**src/rtl/ltmr_pkg.sv**
```systemverilog
package ltmr_pkg;

  typedef enum logic [1:0] {
    RA_COUNT = 2'd0,
    RA_RELOAD = 2'd1,
    RA_CTRL = 2'd2,
    RA_NONE = 2'd3
  } ltmr_addr_e;

  localparam int CB_CONT = 0;
  localparam int CB_RUN = 1;
  localparam int ONESHOT_TAIL = 4;
  localparam logic [1:0] SEL_SCALED = 2'b01;

endpackage

```
**src/rtl/ltmr_decode.sv**
```systemverilog
module ltmr_decode
  import ltmr_pkg::*;
#(
  parameter int DW = 8
) (
  input  logic          bus_wr,
  input  logic [1:0]    bus_addr,
  input  logic [DW-1:0] count_lo,
  input  logic [DW-1:0] reload_lo,
  input  logic [DW-1:0] ctrl_val,
  output logic          wr_reload,
  output logic          wr_ctrl,
  output logic [DW-1:0] rdata
);

  ltmr_addr_e sel;
  assign sel = ltmr_addr_e'(bus_addr);

  assign wr_reload = bus_wr && (sel == RA_RELOAD);
  assign wr_ctrl = bus_wr && (sel == RA_CTRL);

  always_comb begin
    case (sel)
      RA_COUNT: rdata = count_lo;
      RA_RELOAD: rdata = reload_lo;
      RA_CTRL: rdata = ctrl_val;
      default: rdata = '0;
    endcase
  end

endmodule

```
**src/rtl/ltmr_prescale.sv**
```systemverilog
module ltmr_prescale
  import ltmr_pkg::*;
#(
  parameter int FLD_W = 3,
  parameter int SH_W = 5,
  parameter int REM_W = 18
) (
  input  logic                    clk,
  input  logic                    rst_n,
  input  logic                    tick_en,
  input  logic                    start,
  input  logic [1:0]              start_sel,
  input  logic [FLD_W-1:0]        start_fld,
  input  logic                    clr,
  output logic                    step,
  output logic signed [REM_W-1:0] rem_post,
  output logic signed [REM_W-1:0] rem_q
);

  logic [SH_W-1:0] sh_q;
  logic [SH_W-1:0] sh_new;
  logic signed [REM_W-1:0] div_s;
  logic signed [REM_W-1:0] rem_inc;

  // divisor exponent: 2*(1+field) for the scaled selector, else 2 (divide by 4)
  always_comb begin
    if (start_sel == SEL_SCALED) sh_new = SH_W'((32'(start_fld) + 32'd1) << 1);
    else sh_new = SH_W'(2);
  end

  assign div_s = $signed(REM_W'(1) << sh_q);
  assign rem_inc = rem_q + $signed(REM_W'(1));
  assign step = tick_en && (rem_inc >= div_s);

  always_comb begin
    if (!tick_en) rem_post = rem_q;
    else if (step) rem_post = '0;
    else rem_post = rem_inc;
  end

  always_ff @(posedge clk) begin
    if (!rst_n) begin
      sh_q <= SH_W'(2);
      rem_q <= '0;
    end else if (start) begin
      sh_q <= sh_new;
      rem_q <= '1;
    end else if (clr) begin
      rem_q <= '0;
    end else begin
      rem_q <= rem_post;
    end
  end

endmodule

```
**src/rtl/ltmr_counter.sv**
```systemverilog
module ltmr_counter
  import ltmr_pkg::*;
#(
  parameter int DW = 8,
  parameter int CNT_W = 10,
  parameter int REM_W = 18
) (
  input  logic                    clk,
  input  logic                    rst_n,
  input  logic                    tick_en,
  input  logic                    step,
  input  logic signed [REM_W-1:0] rem_post,
  input  logic                    cont,
  input  logic                    reload_acc,
  input  logic [DW-1:0]           reload_data,
  input  logic                    start,
  input  logic                    stop_req,
  output logic signed [CNT_W-1:0] count_q,
  output logic [DW:0]             reload_q,
  output logic                    fresh_q,
  output logic                    expire,
  output logic                    start_zero
);

  logic signed [CNT_W-1:0] cnt_tick;
  logic signed [CNT_W-1:0] cnt_dec;
  logic signed [CNT_W-1:0] start_val;
  logic signed [CNT_W-1:0] reload_s;
  logic [DW:0] reload_new;
  logic fresh_post;

  assign reload_s = $signed({{(CNT_W-DW-1){1'b0}}, reload_q});
  assign reload_new = (reload_data == '0) ? {1'b1, {DW{1'b0}}} : {1'b0, reload_data};

  // effect of this cycle's tick
  always_comb begin
    cnt_tick = step ? (count_q - $signed(CNT_W'(1))) : count_q;
    expire = 1'b0;
    if (tick_en) begin
      if (cont) begin
        if (cnt_tick < 0) cnt_tick = cnt_tick + reload_s + $signed(CNT_W'(1));
      end else if ((cnt_tick < 0) ||
                   ((cnt_tick == 0) && (rem_post >= $signed(REM_W'(ONESHOT_TAIL))))) begin
        cnt_tick = '0;
        expire = 1'b1;
      end
    end
  end

  assign fresh_post = fresh_q && !expire;
  assign cnt_dec = cnt_tick - $signed(CNT_W'(1));
  assign start_val = fresh_post ? cnt_tick
                                : $signed({{(CNT_W-DW){1'b0}}, cnt_dec[DW-1:0]});
  assign start_zero = (start_val == 0);

  always_ff @(posedge clk) begin
    if (!rst_n) begin
      count_q <= '0;
      reload_q <= '0;
      fresh_q <= 1'b0;
    end else if (reload_acc) begin
      reload_q <= reload_new;
      count_q <= $signed({{(CNT_W-DW-1){1'b0}}, reload_new});
      fresh_q <= 1'b1;
    end else if (start) begin
      count_q <= start_val;
      fresh_q <= fresh_post;
    end else begin
      count_q <= cnt_tick;
      if (expire || stop_req) fresh_q <= 1'b0;
    end
  end

endmodule

```
**src/rtl/ltmr_ctrl.sv**
```systemverilog
module ltmr_ctrl
  import ltmr_pkg::*;
#(
  parameter int DW = 8
) (
  input  logic          clk,
  input  logic          rst_n,
  input  logic          wr_ctrl,
  input  logic [DW-1:0] wdata,
  input  logic          expire,
  input  logic          start_zero,
  output logic [DW-1:0] ctrl_q,
  output logic          run_post,
  output logic          start,
  output logic          stop_req
);

  logic [DW-1:0] ctrl_nx;

  assign run_post = ctrl_q[CB_RUN] && !expire;
  assign start = wr_ctrl && !run_post && wdata[CB_RUN];
  assign stop_req = wr_ctrl && run_post && !wdata[CB_RUN];

  always_comb begin
    ctrl_nx = ctrl_q;
    if (expire) ctrl_nx[CB_RUN] = 1'b0;
    if (wr_ctrl) begin
      if (run_post) begin
        ctrl_nx[CB_RUN] = wdata[CB_RUN];
      end else begin
        ctrl_nx = wdata;
        if (start && !wdata[CB_CONT] && start_zero) ctrl_nx[CB_RUN] = 1'b0;
      end
    end
  end

  always_ff @(posedge clk) begin
    if (!rst_n) ctrl_q <= '0;
    else ctrl_q <= ctrl_nx;
  end

endmodule

```
**src/rtl/ltmr_top.sv**
```systemverilog
module ltmr_top
  import ltmr_pkg::*;
#(
  parameter int DW = 8,
  parameter int FLD_W = 3
) (
  input  logic          clk,
  input  logic          rst_n,
  input  logic          tick_i,
  input  logic          bus_wr,
  input  logic [1:0]    bus_addr,
  input  logic [DW-1:0] bus_wdata,
  output logic [DW-1:0] bus_rdata,
  output logic          running_o
);

  localparam int MAX_SHIFT = 2 * (1 << FLD_W);
  localparam int SH_W = $clog2(MAX_SHIFT + 1);
  localparam int REM_W = MAX_SHIFT + 2;
  localparam int CNT_W = DW + 2;

  logic wr_reload;
  logic wr_ctrl;
  logic [DW-1:0] ctrl_q;
  logic run_post;
  logic start;
  logic stop_req;
  logic tick_en;
  logic step;
  logic signed [REM_W-1:0] rem_post;
  logic signed [REM_W-1:0] rem_q;
  logic signed [CNT_W-1:0] count_q;
  logic [DW:0] reload_q;
  logic fresh_q;
  logic expire;
  logic start_zero;
  logic reload_acc;

  assign tick_en = tick_i && ctrl_q[CB_RUN];
  assign reload_acc = wr_reload && !run_post;
  assign running_o = ctrl_q[CB_RUN];

  ltmr_decode #(.DW(DW)) u_dec (
    .bus_wr(bus_wr),
    .bus_addr(bus_addr),
    .count_lo(count_q[DW-1:0]),
    .reload_lo(reload_q[DW-1:0]),
    .ctrl_val(ctrl_q),
    .wr_reload(wr_reload),
    .wr_ctrl(wr_ctrl),
    .rdata(bus_rdata)
  );

  ltmr_ctrl #(.DW(DW)) u_ctrl (
    .clk(clk),
    .rst_n(rst_n),
    .wr_ctrl(wr_ctrl),
    .wdata(bus_wdata),
    .expire(expire),
    .start_zero(start_zero),
    .ctrl_q(ctrl_q),
    .run_post(run_post),
    .start(start),
    .stop_req(stop_req)
  );

  ltmr_prescale #(.FLD_W(FLD_W), .SH_W(SH_W), .REM_W(REM_W)) u_pre (
    .clk(clk),
    .rst_n(rst_n),
    .tick_en(tick_en),
    .start(start),
    .start_sel(bus_wdata[7:6]),
    .start_fld(bus_wdata[3 +: FLD_W]),
    .clr(reload_acc),
    .step(step),
    .rem_post(rem_post),
    .rem_q(rem_q)
  );

  ltmr_counter #(.DW(DW), .CNT_W(CNT_W), .REM_W(REM_W)) u_cnt (
    .clk(clk),
    .rst_n(rst_n),
    .tick_en(tick_en),
    .step(step),
    .rem_post(rem_post),
    .cont(ctrl_q[CB_CONT]),
    .reload_acc(reload_acc),
    .reload_data(bus_wdata),
    .start(start),
    .stop_req(stop_req),
    .count_q(count_q),
    .reload_q(reload_q),
    .fresh_q(fresh_q),
    .expire(expire),
    .start_zero(start_zero)
  );

endmodule

```
**config.mk**
```make
export PLATFORM = sky130hd
export DESIGN_NAME = ltmr_top
export DESIGN_NICKNAME = d
export VERILOG_FILES = /design/src/rtl/ltmr_pkg.sv /design/src/rtl/ltmr_decode.sv /design/src/rtl/ltmr_prescale.sv /design/src/rtl/ltmr_counter.sv /design/src/rtl/ltmr_ctrl.sv /design/src/rtl/ltmr_top.sv
export SDC_FILE = /design/constraint.sdc
export NUM_CORES = 1
export LEC_CHECK = 0
export BUFFER_PORTS_ARGS = -buffer_cell sky130_fd_sc_hd__buf_2
export CAP_MARGIN = 30
export CORE_AREA = 4 4 96 98
export CTS_CLUSTER_DIAMETER = 100
export DETAILED_ROUTE_END_ITERATION = 7
export DIE_AREA = 0 0 100 102
export PLACE_DENSITY = 0.77
export SYNTH_ARGS = -nofsm -noshare
export SYNTH_HDL_FRONTEND = slang
export SYNTH_SLANG_ARGS = --single-unit
```
**constraint.sdc**
```tcl
create_clock -name clk -period 13.22 [get_ports clk]
set_input_delay 0 -clock clk [delete_from_list [all_inputs] [get_ports clk]]
set_output_delay 0 -clock clk [all_outputs]
set_load 0.1 [all_outputs]
```
==> results.cfg, run 1 <==
[drt]
drt-pass1-iter-count = 5
finalWirelength_um = 15400
wire_per_inst_um = 19.4
vias = 5360
antenna_left = 0
drt_iter0_drc = 519
drt-vias-per-instance = 6.77
drc = 0

[final_layout]
syn_to_final_growth_pct = 5.32
instances_no_fill = 792
drive_gt1_frac = 0.0921
nets = 720
diodes = 0

[place]
io_buffers = 22
dp.cells = 776
place.gp.congestion = 0.960
dp_hpwl_um = 11100

[power]
leakage_nw = 2.10
powerDensity_mw_per_mm2 = 89.7
ir_drop_mv = 0.0613

[grt]
grt_usage = 0.302
grt_use_met2 = 0.463
grt_pass1_wl_um = 24700
grt_pass1_vias = 4800
grt_max_degree = 32
grt_busiest_layer = met2
grtUsageMet1 = 0.437
grt.overflow.total = 0
use_met3 = 0.0464
antenna_found_initial = 0

[logic_synthesis]
seq_area_frac_synth = 0.202
ys_async_sr_fraction = 0
syn-num-nets = 724
synth_cells = 687
synth_ff_type = dfxtp_1
synth-edff-count = 0
ys_ff_latch = 50
synth_cell_types = 75
avgSynthCellArea_um2 = 7.22
ys_warn_count = 0
synth_area_mm2 = 0.00496

[sta]
fin_crit_sh = 0.500
finalSetupViolations = 0
finalHoldViolations = 0
slew_violations = 0
relSlewSlack = 0.296
rsz0062_at_grt = false
setup-tns-final_ps = 0
worstMarginPinSlew_ps = 1050
fmax_mhz = 151
fin_skew_ps = 22.4
final.min_clock_period_ps = 6610

[clock_tree]
cts_buffer_depth = 2
clockRootBuffer = clkbuf_8
ctsResizeCount = 0
numClockSinks = 50
cts_buffers = 5
cts_tree = built
htree_levels = 2
clk_pin_slew_ps = 120
clk_latency_ps = 320

[worst_setup_path]
regToRegStartpoint = u_pre.rem_q[0]
critPathMaxFanout = 8
cp.arrival_ps = 6830
required_ps = 13430
reg2reg_slack_ps = 6610
endpoint_kind = flop
worst_setup_path_start_kind = flop
reg2regPathDepth = 27
crit_path_start = u_pre.rem_q[0]
worst-setup-path-type = reg2reg
r2r_end = u_ctrl.ctrl_q[1]

[min_path]
hold_depth = 2
holdPathEnd = u_cnt.fresh_q
min_from = bus_addr[0]
hold_class = in2reg

[floorplan]
fp.dieArea_mm2 = 0.0102
ioPinCount = 23
coreArea_mm2 = 0.00847
die_w_um = 100
initial_core_util = 0.586
fp.dieH_um = 102
placementRows = 34

[run]
maxCapViolations = 0

[outcome]
status = finished, final reports clean
## through the flow
stage	area (um^2)	hold WS (ps)	util	power [mW]	setup WS (ps)
floorplan	4960	136	-	0.316	7600
global placement	5040	296	0.595	0.358	7150
detailed placement	5050	298	0.596	0.361	6740
CTS	5220	67.3	0.617	0.463	6720
global route	5220	91.3	0.617	0.493	6020
finish	5220	70.7	0.617	0.468	6610
## worst max-delay path by stage
stage               slack, ps  cells past startpoint                to
finish                   6610                     27  u_ctrl.ctrl_q[1]
global route             6020                     26  u_ctrl.ctrl_q[1]
CTS                      6720                     27  u_ctrl.ctrl_q[1]
detailed placement       6740                     26  u_ctrl.ctrl_q[1]
global placement         7150                     26  u_ctrl.ctrl_q[1]
floorplan                7600                     25  u_ctrl.ctrl_q[1]
## area by class of cell
| class | count | area (um^2) |
|---|---|---|
| flip-flops and latches | 50 | 1000 |
| fillers | 801 | 3240 |
| well taps | 108 | 135 |
| repair buffers | 34 | 224 |
| multi-input cells | 567 | 3670 |
| inverters | 25 | 93.8 |
| clock inverters | 3 | 26.3 |
| clock buffers | 5 | 68.8 |
## worst max-delay path: stages, from the launching register on
cell      delay [ps]
dfxtp_1          470
ha_1             340
nand2_1          170
nor3_1           330
nand3_1          230
nor2_1           210
xor2_1           110
ha_1             220
or3_1            350
a31oi_1          320
a21oi_1          260
nor2_1           440
nor2_1           140
xnor2_1          150
ha_1             220
fa_1             420
nor2b_1          120
o21ai_0          100
a21o_1           210
a31oi_1          170
xor2_1            80
and3_1           200
a221oi_1         300
o22ai_1          130
nor3_1           280
nand3_1          130
a211oi_1         300
a21oi_1          110
## cell usage after synthesis, types with 3 or more instances
| master | n | area, um^2 |
|---|---|---|
| o22ai_1 | 3 | 18.8 |
| nand2_1 | 92 | 345 |
| clkbuf_1 | 33 | 124 |
| or3_1 | 5 | 31.3 |
| or4_1 | 5 | 37.5 |
| inv_1 | 24 | 90.1 |
| nand3b_1 | 6 | 45.0 |
| or2_2 | 7 | 43.8 |
| a31oi_1 | 11 | 68.8 |
| a211oi_1 | 14 | 105 |
| a211o_1 | 5 | 43.8 |
| o21a_1 | 6 | 45.0 |
| nor4_1 | 14 | 87.6 |
| a22o_1 | 5 | 43.8 |
| a21o_1 | 6 | 45.0 |
| o31ai_1 | 3 | 22.5 |
| nand3_1 | 26 | 130 |
| o2111ai_1 | 7 | 61.3 |
| buf_4 | 3 | 22.5 |
| nor3b_1 | 6 | 45.0 |
| ha_1 | 22 | 275 |
| and3_1 | 4 | 25.0 |
| xor2_1 | 14 | 123 |
| mux2_2 | 4 | 45.0 |
| dfxtp_1 | 50 | 1000 |
| nor2b_1 | 10 | 62.6 |
| a21oi_1 | 51 | 255 |
| nand4_1 | 17 | 106 |
| mux2i_1 | 23 | 230 |
| nor3_1 | 14 | 70.1 |
| a31o_2 | 3 | 26.3 |
| nand2b_1 | 5 | 31.3 |
| buf_2 | 6 | 30.0 |
| nor2_1 | 55 | 206 |
| xnor2_1 | 20 | 175 |
| o211ai_1 | 5 | 37.5 |
| o21ai_0 | 40 | 200 |
| and4_1 | 4 | 35.0 |
| a2111oi_0 | 4 | 35.0 |
| o31a_1 | 3 | 26.3 |
| and2_1 | 9 | 56.3 |
## metal layers
metal	part of all wire	wire length [um]	vias to the layer above
li1	-	-	2522
met1	0.45	6870	2504
met2	0.44	6830	299
met3	0.088	1350	35
met4	0.023	350	0
met5	0	0	-
## cells by family (layout without fill, tap and decap cells)
kind of cell	after synthesis	count (layout)	share of synthesized area
AND/OR/NAND/NOR	291	291	0.302
AO/OA/AOI/OAI	191	191	0.259
buffers and inverters	70	67	0.0598
flip-flops	50	50	0.202
XOR/XNOR	34	34	0.0600
multiplexers	28	28	0.0578
adder cells (fa/ha/maj)	23	23	0.0595
## power breakdown
group | leakage (nW) | switching, mW | internal [mW] | total [mW]
sequential | 0.406 | 0.0180 | 0.159 | 0.177
clock | 0.0491 | 0.0619 | 0.0392 | 0.101
combinational | 1.65 | 0.125 | 0.0654 | 0.191
total | 2.10 | 0.205 | 0.263 | 0.468
## cell usage in the layout, fill, tap and decap left out, types with 6 or more instances in the layout
cell and count:
a211oi_1 14, xnor2_1 20, and2_1 9, dlygate4sd3_1 8, dfxtp_1 50, nand3_1 26, o21a_1 6, xor2_1 14
a21o_1 6, nor3b_1 6, nand2_1 92, a21oi_1 51, nor4_1 14, nor3_1 14, buf_2 22, a31oi_1 11
mux2i_1 23, nand3b_1 6, ha_1 22, or2_2 7, o21ai_0 40, nand4_1 17, nor2_1 55, nor2b_1 10
inv_1 24
## state kept, by name (all words and copies together) (netlist names)
| signal | flops |
|---|---|
| u_pre.rem_q | 18 |
| u_cnt.count_q | 10 |
| u_ctrl.ctrl_q | 8 |
| u_cnt.reload_q | 9 |
| u_cnt.fresh_q | 1 |
| u_pre.sh_q | 4 |
## what timing repair did
action / 4_1_cts / 5_1_grt
hold buffers: 8 / 0
hold endpoints to repair: 14 / 0
buffers inserted: 0 / 0
Power figures use the tool's default switching activity.
==> run 2, diff against run 1 <==
==> constraint.sdc (replaced) <==
create_clock -name clk -period 6.8 [get_ports clk]
set_input_delay 0 -clock clk [delete_from_list [all_inputs] [get_ports clk]]
set_output_delay 0 -clock clk [all_outputs]
set_load 0.1 [all_outputs]
==> run 2 against run 1 <==
Effect of this change:
- non-clock buffer count increased by 6
- sequential power increased by 93%
- sequential share of layout area is 0.16 points lower
- clock-buffer cell count unchanged
- critical path depth is 1 higher
- combinational power up 99%
- setup slack worse by 6100 ps
- fmax grew 5.4%
- cell area grew 0.86%
- clock power increased by 96%
- via count shrank 1.8%
- critical endpoint unchanged
==> results.cfg, run 2 (synthesis results as in run 1) <==
[final_layout]
final_cell_mix = 92 x nand2_1, 55 x nor2_1, 51 x a21oi_1
top_register = u_pre.rem_q
syn_to_final_growth_pct = 6.23
largest_reg_flops = 18
drive_gt1_frac = 0.101
nets = 726
reg_top3 = u_pre.rem_q x18, u_cnt.count_q x10, u_cnt.reload_q x9
diodes = 0
final_common_cell = nand2_1

[grt]
grt_pass1_vias = 4727
grt_pass1_wl_um = 24900
grt_max_degree = 29
grt_usage = 0.306
antenna_found_initial = 0
grt.overflow.total = 0

[clock_tree]
numClockSinks = 50
clk_latency_ps = 330
clockRootBuffer = clkbuf_8
ctsResizeCount = 0
post_cts_buffers = 0
htree_levels = 2
cts_buffer_depth = 2
cts_tree = built
cts_hold_buf = 7
clk_pin_slew_ps = 110
cts_buffers = 5

[power]
ir_drop_mv = 0.118
switchingPower_mw = 0.401
p_comb_frac = 0.413
share_seq_of_total_power = 0.372
leakage_nw = 2.13
swShare = 0.436
powerDensity_mw_per_mm2 = 175
pwr-share-clk = 0.215
p_int_mw = 0.518

[floorplan]
coreArea_mm2 = 0.00847
placementRows = 34
initial_core_util = 0.586
ioPinCount = 23
fp.dieArea_mm2 = 0.0102
die_w_um = 100
fp.dieH_um = 102

[place]
dp_hpwl_um = 11500
place.gp.congestion = 0.940
io_buffers = 22

[sta]
final.min_clock_period_ps = 6270
slew_violations = 0
fmax_mhz = 159
finalSetupViolations = 0
relSlewSlack = 0.377
rsz0062_at_grt = false
setup-tns-final_ps = 0
fin_skew_ps = 20.4
whs_ps = 2.96
finalHoldViolations = 0
worstMarginPinSlew_ps = 932
fin_crit_sh = 0.922

[drt]
drt-vias-per-instance = 6.60
drt_iter0_drc = 534
antenna_left = 0
finalWirelength_um = 15500
drt-pass1-iter-count = 5
drc = 0
wire_per_inst_um = 19.4
vias = 5263

[worst_setup_path]
max_stage_delay_ps = 470
crit_buf_inv = 2
crit_family = simple AND/OR/NAND/NOR gates
critPathMaxFanout = 8
critical_path.slowest_cell = or3b_2
cp.arrival_ps = 6480
worst_setup_path_start_kind = flop
endpoint_kind = flop
worst-setup-path-type = reg2reg
required_ps = 7010

[run]
maxCapViolations = 0

[outcome]
status = finished, final reports clean

[min_path]
hold_class = in2reg
run 2: cell count changes in the layout (fill, tap and decap cells not counted), sizes merged:
| cell | change |
|---|---|
| dlygate4sd3 | -1 |
| buf | +7 |
run 2: worst paths after layout:
check	slack (ps)	startpoint	cells after the start	end
max	530	u_pre.rem_q[0]	28	u_ctrl.ctrl_q[1]
min	3	bus_wdata[1]	3	u_cnt.reload_q[1]
max reg2reg	530	u_pre.rem_q[0]	28	u_ctrl.ctrl_q[1]
min reg2reg	470	u_cnt.reload_q[8]	2	u_cnt.reload_q[8]
run 2: area by class of cell:
class,count,area [um^2]
multi-input combinational,567,3670
fill,795,3200
sequential,50,1000
timing repair buffer,40,267
tap,108,135
inverter,25,93.8
clock buffer,5,68.8
clock inverter,3,28.8
run 2: through the flow:
stage	std cells	area (um^2)	setup WS, ps	util	power [mW]
after floorplan	687	4960	1180	-	0.615
after global placement	782	5090	883	0.601	0.705
after detailed placement	783	5100	650	0.603	0.714
after CTS	798	5270	641	0.622	0.912
after global routing	798	5270	97.3	0.622	0.969
final	798	5270	529	0.622	0.920
run 2: per-layer routing:
metal  routed length (um)  GRT usage  part of all wire  vias up
li1                     -          -                 -     2534
met1                 6980      0.449              0.45     2442
met2                 6670      0.464              0.43      255
met3                 1520     0.0532             0.098       32
met4                  312     0.0819             0.020        0
met5                    0          0                 0        -
run 2: worst reg2reg max path, delay by kind of cell (launching register included):
family / cells / cell delay (ps)
muxes: 1 / 290
DFF: 1 / 450
buffers and inverters: 2 / 330
adders and majority gates: 4 / 1170
xor gates and xnor gates: 3 / 320
AOI/OAI and AO/OA: 6 / 1080
and+or+nand+nor: 12 / 2530
run 2: power groups by stage:
stage | Combinational, mW | Sequential (mW) | Clock, mW
after floorplan | 0.281 | 0.333 | 0
after global placement | 0.359 | 0.347 | 0
after detailed placement | 0.367 | 0.347 | 0
after CTS | 0.372 | 0.340 | 0.199
after global routing | 0.415 | 0.344 | 0.210
final | 0.380 | 0.342 | 0.198
